--- src/rtl/uart_frame_pkg.sv ---
package uart_frame_pkg;
  localparam int unsigned CFG_W = 6;

  typedef struct packed {
    logic       stick;
    logic       even;
    logic       par_en;
    logic       two_stop;
    logic [1:0] wcode;
  } line_cfg_t;
endpackage

--- src/rtl/frame_builder.sv ---
module frame_builder
  import uart_frame_pkg::*;
#(
  parameter int unsigned MAX_DATA = 8,
  localparam int unsigned FRAME_W = MAX_DATA + 3,
  localparam int unsigned LEN_W   = $clog2(FRAME_W + 1)
) (
  input  line_cfg_t            cfg,
  input  logic [MAX_DATA-1:0]  data,
  output logic [FRAME_W-1:0]   bits,
  output logic [LEN_W-1:0]     len
);
  logic [LEN_W-1:0] nb;
  logic [LEN_W-1:0] pos;
  logic             xsum;

  always_comb begin
    nb   = LEN_W'(cfg.wcode) + LEN_W'(5);
    bits = '0;
    xsum = 1'b0;
    for (int i = 0; i < MAX_DATA; i++) begin
      if (LEN_W'(i) < nb) begin
        bits[i] = data[i];
        xsum    = xsum ^ data[i];
      end
    end
    pos = nb;
    if (cfg.par_en) begin
      bits[pos] = cfg.stick ? 1'b1 : (cfg.even ? xsum : ~xsum);
      pos       = pos + LEN_W'(1);
    end
    bits[pos] = 1'b1;
    pos       = pos + LEN_W'(1);
    if (cfg.two_stop) begin
      bits[pos] = 1'b1;
      pos       = pos + LEN_W'(1);
    end
    len = pos;
  end
endmodule

--- src/rtl/frame_checker.sv ---
module frame_checker
  import uart_frame_pkg::*;
#(
  parameter int unsigned MAX_DATA = 8,
  localparam int unsigned FRAME_W = MAX_DATA + 3,
  localparam int unsigned LEN_W   = $clog2(FRAME_W + 1)
) (
  input  line_cfg_t            cfg,
  input  logic [FRAME_W-1:0]   bits,
  output logic [MAX_DATA-1:0]  data,
  output logic                 perr,
  output logic                 ferr
);
  logic [LEN_W-1:0] nb;
  logic [LEN_W-1:0] pos;
  logic             xsum;
  logic             pbit;

  always_comb begin
    nb   = LEN_W'(cfg.wcode) + LEN_W'(5);
    data = '0;
    xsum = 1'b0;
    for (int i = 0; i < MAX_DATA; i++) begin
      if (LEN_W'(i) < nb) begin
        data[i] = bits[i];
        xsum    = xsum ^ bits[i];
      end
    end
    pos  = nb;
    perr = 1'b0;
    pbit = 1'b0;
    if (cfg.par_en) begin
      pbit = bits[pos];
      if (cfg.stick)     perr = ~pbit;
      else if (cfg.even) perr = xsum ^ pbit;
      else               perr = ~(xsum ^ pbit);
      pos = pos + LEN_W'(1);
    end
    ferr = ~bits[pos];
    pos  = pos + LEN_W'(1);
    if (cfg.two_stop) ferr = ferr | ~bits[pos];
  end
endmodule

--- src/rtl/char_timer.sv ---
module char_timer
  import uart_frame_pkg::*;
#(
  parameter int unsigned DIV_W = 16,
  localparam int unsigned HALF_W = 5,
  localparam int unsigned TICK_W = DIV_W + HALF_W
) (
  input  logic              clk,
  input  logic              rst_n,
  input  line_cfg_t         cfg,
  input  logic [DIV_W-1:0]  divisor,
  output logic [TICK_W-1:0] ticks
);
  logic [HALF_W-1:0] half_bits;
  logic [HALF_W-1:0] stop_half;
  logic [DIV_W-1:0]  div_eff;
  logic [TICK_W-1:0] prod;

  always_comb begin
    if (!cfg.two_stop)          stop_half = HALF_W'(2);
    else if (cfg.wcode == 2'd0) stop_half = HALF_W'(3);
    else                        stop_half = HALF_W'(4);
    half_bits = HALF_W'(2) * (HALF_W'(6) + HALF_W'(cfg.wcode) + HALF_W'(cfg.par_en))
              + stop_half;
    div_eff   = (divisor == '0) ? DIV_W'(1) : divisor;
    prod      = TICK_W'(div_eff) * TICK_W'(half_bits);
  end

  always_ff @(posedge clk) begin
    if (!rst_n) ticks <= '0;
    else        ticks <= prod >> 1;
  end
endmodule

--- src/rtl/uart_frame_codec.sv ---
module uart_frame_codec
  import uart_frame_pkg::*;
#(
  parameter int unsigned MAX_DATA = 8,
  parameter int unsigned DIV_W    = 16,
  localparam int unsigned FRAME_W = MAX_DATA + 3,
  localparam int unsigned LEN_W   = $clog2(FRAME_W + 1),
  localparam int unsigned TICK_W  = DIV_W + 5
) (
  input  logic                clk,
  input  logic                rst_n,
  input  logic [CFG_W-1:0]    line_cfg,
  input  logic [DIV_W-1:0]    divisor,
  input  logic                tx_valid,
  output logic                tx_ready,
  input  logic [MAX_DATA-1:0] tx_data,
  output logic                frm_valid,
  input  logic                frm_ready,
  output logic [FRAME_W-1:0]  frm_bits,
  output logic [LEN_W-1:0]    frm_len,
  input  logic                cap_valid,
  output logic                cap_ready,
  input  logic [FRAME_W-1:0]  cap_bits,
  output logic                res_valid,
  input  logic                res_ready,
  output logic [MAX_DATA-1:0] res_data,
  output logic                res_perr,
  output logic                res_ferr,
  output logic [TICK_W-1:0]   char_ticks
);
  line_cfg_t           cfg;
  logic [FRAME_W-1:0]  nxt_bits;
  logic [LEN_W-1:0]    nxt_len;
  logic [MAX_DATA-1:0] nxt_data;
  logic                nxt_perr;
  logic                nxt_ferr;

  assign cfg       = line_cfg_t'(line_cfg);
  assign tx_ready  = ~frm_valid | frm_ready;
  assign cap_ready = ~res_valid | res_ready;

  frame_builder #(.MAX_DATA(MAX_DATA)) i_build (
    .cfg(cfg), .data(tx_data), .bits(nxt_bits), .len(nxt_len)
  );

  frame_checker #(.MAX_DATA(MAX_DATA)) i_check (
    .cfg(cfg), .bits(cap_bits), .data(nxt_data), .perr(nxt_perr), .ferr(nxt_ferr)
  );

  char_timer #(.DIV_W(DIV_W)) i_timer (
    .clk(clk), .rst_n(rst_n), .cfg(cfg), .divisor(divisor), .ticks(char_ticks)
  );

  always_ff @(posedge clk) begin
    if (!rst_n) begin
      frm_valid <= 1'b0;
      frm_bits  <= '0;
      frm_len   <= '0;
    end else if (tx_ready) begin
      frm_valid <= tx_valid;
      if (tx_valid) begin
        frm_bits <= nxt_bits;
        frm_len  <= nxt_len;
      end
    end
  end

  always_ff @(posedge clk) begin
    if (!rst_n) begin
      res_valid <= 1'b0;
      res_data  <= '0;
      res_perr  <= 1'b0;
      res_ferr  <= 1'b0;
    end else if (cap_ready) begin
      res_valid <= cap_valid;
      if (cap_valid) begin
        res_data <= nxt_data;
        res_perr <= nxt_perr;
        res_ferr <= nxt_ferr;
      end
    end
  end
endmodule

--- config.mk ---
export PLATFORM = sky130hd
export DESIGN_NAME = uart_frame_codec
export DESIGN_NICKNAME = d
export VERILOG_FILES = /design/src/rtl/uart_frame_pkg.sv /design/src/rtl/frame_builder.sv /design/src/rtl/frame_checker.sv /design/src/rtl/char_timer.sv /design/src/rtl/uart_frame_codec.sv
export SDC_FILE = /design/constraint.sdc
export NUM_CORES = 1
export LEC_CHECK = 0
export BUFFER_PORTS_ARGS = -buffer_cell sky130_fd_sc_hd__buf_2
export CORE_AREA = 2 2 117 119
export DETAILED_ROUTE_END_ITERATION = 8
export DIE_AREA = 0 0 119 121
export GPL_ROUTABILITY_DRIVEN = 0
export HOLD_SLACK_MARGIN = 0.05
export PLACE_DENSITY = 0.61
export SYNTH_ARGS = -nofsm -noshare
export SYNTH_HDL_FRONTEND = slang
export SYNTH_SLANG_ARGS = --single-unit
--- constraint.sdc ---
create_clock -name clk -period 6.3 [get_ports clk]
set_input_delay 1.26 -clock clk [delete_from_list [all_inputs] [get_ports clk]]
set_output_delay 1.26 -clock clk [all_outputs]
set_load 0.02 [all_outputs]
==> reports/qor.txt <==
status -> completed
maximum fanout along the worst path -> 14
FFs w/ async S/R, synth -> 0
EDFF count, synth -> 0
min Tclk post-route -> 5970 ps
final cell count without fillers -> 876
CP endpoint kind -> flop
Pleak -> 2.94 nW
Tcrit/Tclk final -> 0.947
drt pass-1 iters -> 4
P per Cell Area -> 343 nW/um^2
Cell variety after synth -> 60
Hold Crit Class -> reg -> reg
diodes inserted -> 0
clk_lat worst skew -> 300 ps
DRC errors left -> 0
Ports -> 97
setup TNS -> 0 ps
Synth Warn # -> 0
fill cell count -> 1293
Total GRT Usage -> 0.191
initial antenna violation count -> 0
Total Nets Final -> 835
clock slew seen by the registers of the worst setup and hold paths -> 70 ps
Setup Skew -> 3.48 ps
remaining global-route overflow -> 0
Max Fclk -> 168 MHz
Net Count, Synth -> 727
WS Path Type -> in -> reg
share of cells above drive strength 1 -> 0.211
Die Span Y -> 121 um
CTS Hold Buffers Added -> 0
Reg area -> 941 um^2
max_cap viols -> 0
Worst Reg-to-Reg Cells -> 7
Min-Delay Path Depth -> 2
Vias per Instance -> 5.19
routed wire length -> 13000 um
chip width -> 119 um
worst-margin pin slew -> 995 ps
Num Clock Sinks -> 47
Area Overhead vs Synth -> 19.9%
Root Buffer -> clkbuf_16
largest net degree at the start of global routing -> 30
Crit path required time -> 6500 ps
final hold vios -> 0
Max-slew headroom -> 0.336
1st-iter DRT viols -> 328
RR Endpoint -> frm_bits[6]$_SDFFE_PN0P_
syn_area_per_cell -> 8.49 um^2
CTS tree -> built
hpwl dp -> 10500 um
final setup violating endpoints -> 0
peak supply drop -> 128 uV
CP Data Arrival Time -> 6170 ps
vias in the first global route -> 4751
first-pass GRT wire length -> 22300 um
Worst R2R Start -> frm_valid$_SDFFE_PN0N_
Multi-input gate area -> 3780 um^2
Buffers on Ports -> 95
Setup crit start kind -> primary input
register area share after synthesis -> 0.187
core area -> 13100 um^2
Post-DRT Antenna Nets -> 0
Rows -> 42
clock buffer count from CTS -> 5
Post-Syn Area -> 5020 um^2
Max clock buf depth -> 2
final slew viol count -> 0
H-tree depth -> 2
Initial Util -> 0.384
placed insts -> 868
Primary FF master, synth -> dfxtp_1
Cells after Synth -> 591
via count -> 4545
worst reg2reg setup slack -> 4920 ps
Yosys reg bits -> 47
Die ar. -> 14400 um^2
Wirelength per Cell -> 14.9 um
hold_sp -> res_perr$_SDFFE_PN0P_
hold path endpoint -> res_perr$_SDFFE_PN0P_
==> flip-flops by register name, indices dropped and copies added, names as in the netlist <==
signal         flops
frm_len            4
res_valid          1
frm_bits          11
res_ferr           1
res_perr           1
frm_valid          1
res_data           8
i_timer.ticks     20
==> through the flow <==
| stage | total power [mW] | hold WS, ps | area, um^2 | util | worst slack (ps) |
|---|---|---|---|---|---|
| global route | 2.30 | 479 | 6020 | 0.460 | -4.99 |
| CTS | 2.05 | 456 | 5990 | 0.458 | 183 |
| floorplan | 1.35 | 530 | 5030 | - | 84.6 |
| finish | 2.06 | 453 | 6020 | 0.460 | 331 |
| detailed placement | 1.76 | 442 | 5840 | 0.447 | -129 |
| global placement | 1.74 | 441 | 5840 | 0.447 | 31.7 |
==> layer usage <==
layer | up-vias | track usage | wire length (um)
met5 | - | 0 | 0
met4 | 0 | 0.0513 | 170
met3 | 16 | 0.0484 | 842
met2 | 141 | 0.335 | 6270
met1 | 2188 | 0.234 | 5730
li1 | 2200 | - | -
==> cells in the mapped netlist, types with 12 or more instances <==
master / count / area [um^2]
nand2b_1: 12 / 75.1
clkbuf_1: 18 / 67.6
and2_1: 46 / 288
inv_1: 63 / 236
dfxtp_1: 47 / 941
nand2_1: 53 / 199
a21oi_1: 37 / 185
nor2b_1: 19 / 119
fa_1: 43 / 861
nor2_1: 36 / 135
ha_1: 46 / 576
xnor2_1: 14 / 123
o21ai_0: 27 / 135
==> critical path, cell delays in order <==
cell and delay [ps]:
buf_2 110, inv_1 60, ha_1 200, nand2b_1 180
ha_1 240, fa_1 380, xor2_1 170, buf_4 170
and2_1 170, fa_1 480, fa_1 540, inv_1 50
fa_1 520, inv_1 40, ha_1 300, and2_4 180
a221oi_4 330, a21oi_1 130, or3_1 340, xor2_1 150
and2_1 140
==> cell usage in the layout, fill, tap and decap left out, types with 12 or more instances in the layout <==
cell / n
o21ai_0: 26
ha_1: 46
nand2b_1: 12
nor2_1: 36
nand2_1: 53
dfxtp_1: 47
fa_1: 43
inv_1: 63
buf_2: 95
a21oi_1: 36
buf_4: 29
and2_1: 45
xnor2_1: 14
nor2b_1: 19
==> worst max path at each step <==
stage                                   endpoint        start  slack [ps]  cells after the start
finish              i_timer.ticks[11]$_SDFF_PN0_  line_cfg[0]         330                     21
global route        i_timer.ticks[14]$_SDFF_PN0_  line_cfg[0]          -5                     22
CTS                 i_timer.ticks[13]$_SDFF_PN0_  line_cfg[0]         180                     21
detailed placement  i_timer.ticks[13]$_SDFF_PN0_  line_cfg[0]        -130                     21
global placement    i_timer.ticks[13]$_SDFF_PN0_  line_cfg[0]          30                     21
floorplan           i_timer.ticks[11]$_SDFF_PN0_  line_cfg[2]          80                     20
==> final cells by class <==
| type | count | share of cell area |
|---|---|---|
| multi-input cells | 457 | 0.628 |
| flip-flops and latches | 47 | 0.156 |
| repair buffers | 124 | 0.115 |
| inverters | 64 | 0.0399 |
| well taps | 176 | 0.0366 |
| clock buffers | 5 | 0.0208 |
| clock inverters | 3 | 0.00312 |
==> what timing repair did <==
| item | 4_1_cts | 5_1_grt |
|---|---|---|
| setup buffers | 0 | 0 |
| endpoints found under the setup margin | 0 | 4 |
| resized for setup | 0 | 8 |
==> report_power, final <==
group          total [mW]  switching [mW]  internal (mW)  leakage (nW)
logic                1.42           0.789          0.628          2.47
registers           0.378          0.0162          0.361         0.390
clock network       0.269           0.121          0.147        0.0740
total                2.06           0.927           1.14          2.94
==> logic make-up after synthesis <==
family	share of synthesized area
flip-flops	0.187
XOR/XNOR	0.0641
AO/OA/AOI/OAI	0.143
adder cells (fa/ha/maj)	0.286
AND/OR/NAND/NOR	0.224
other	0.000747
multiplexers	0.0269
buffers and inverters	0.0678
No activity file was read; power rests on OpenSTA's default activity.
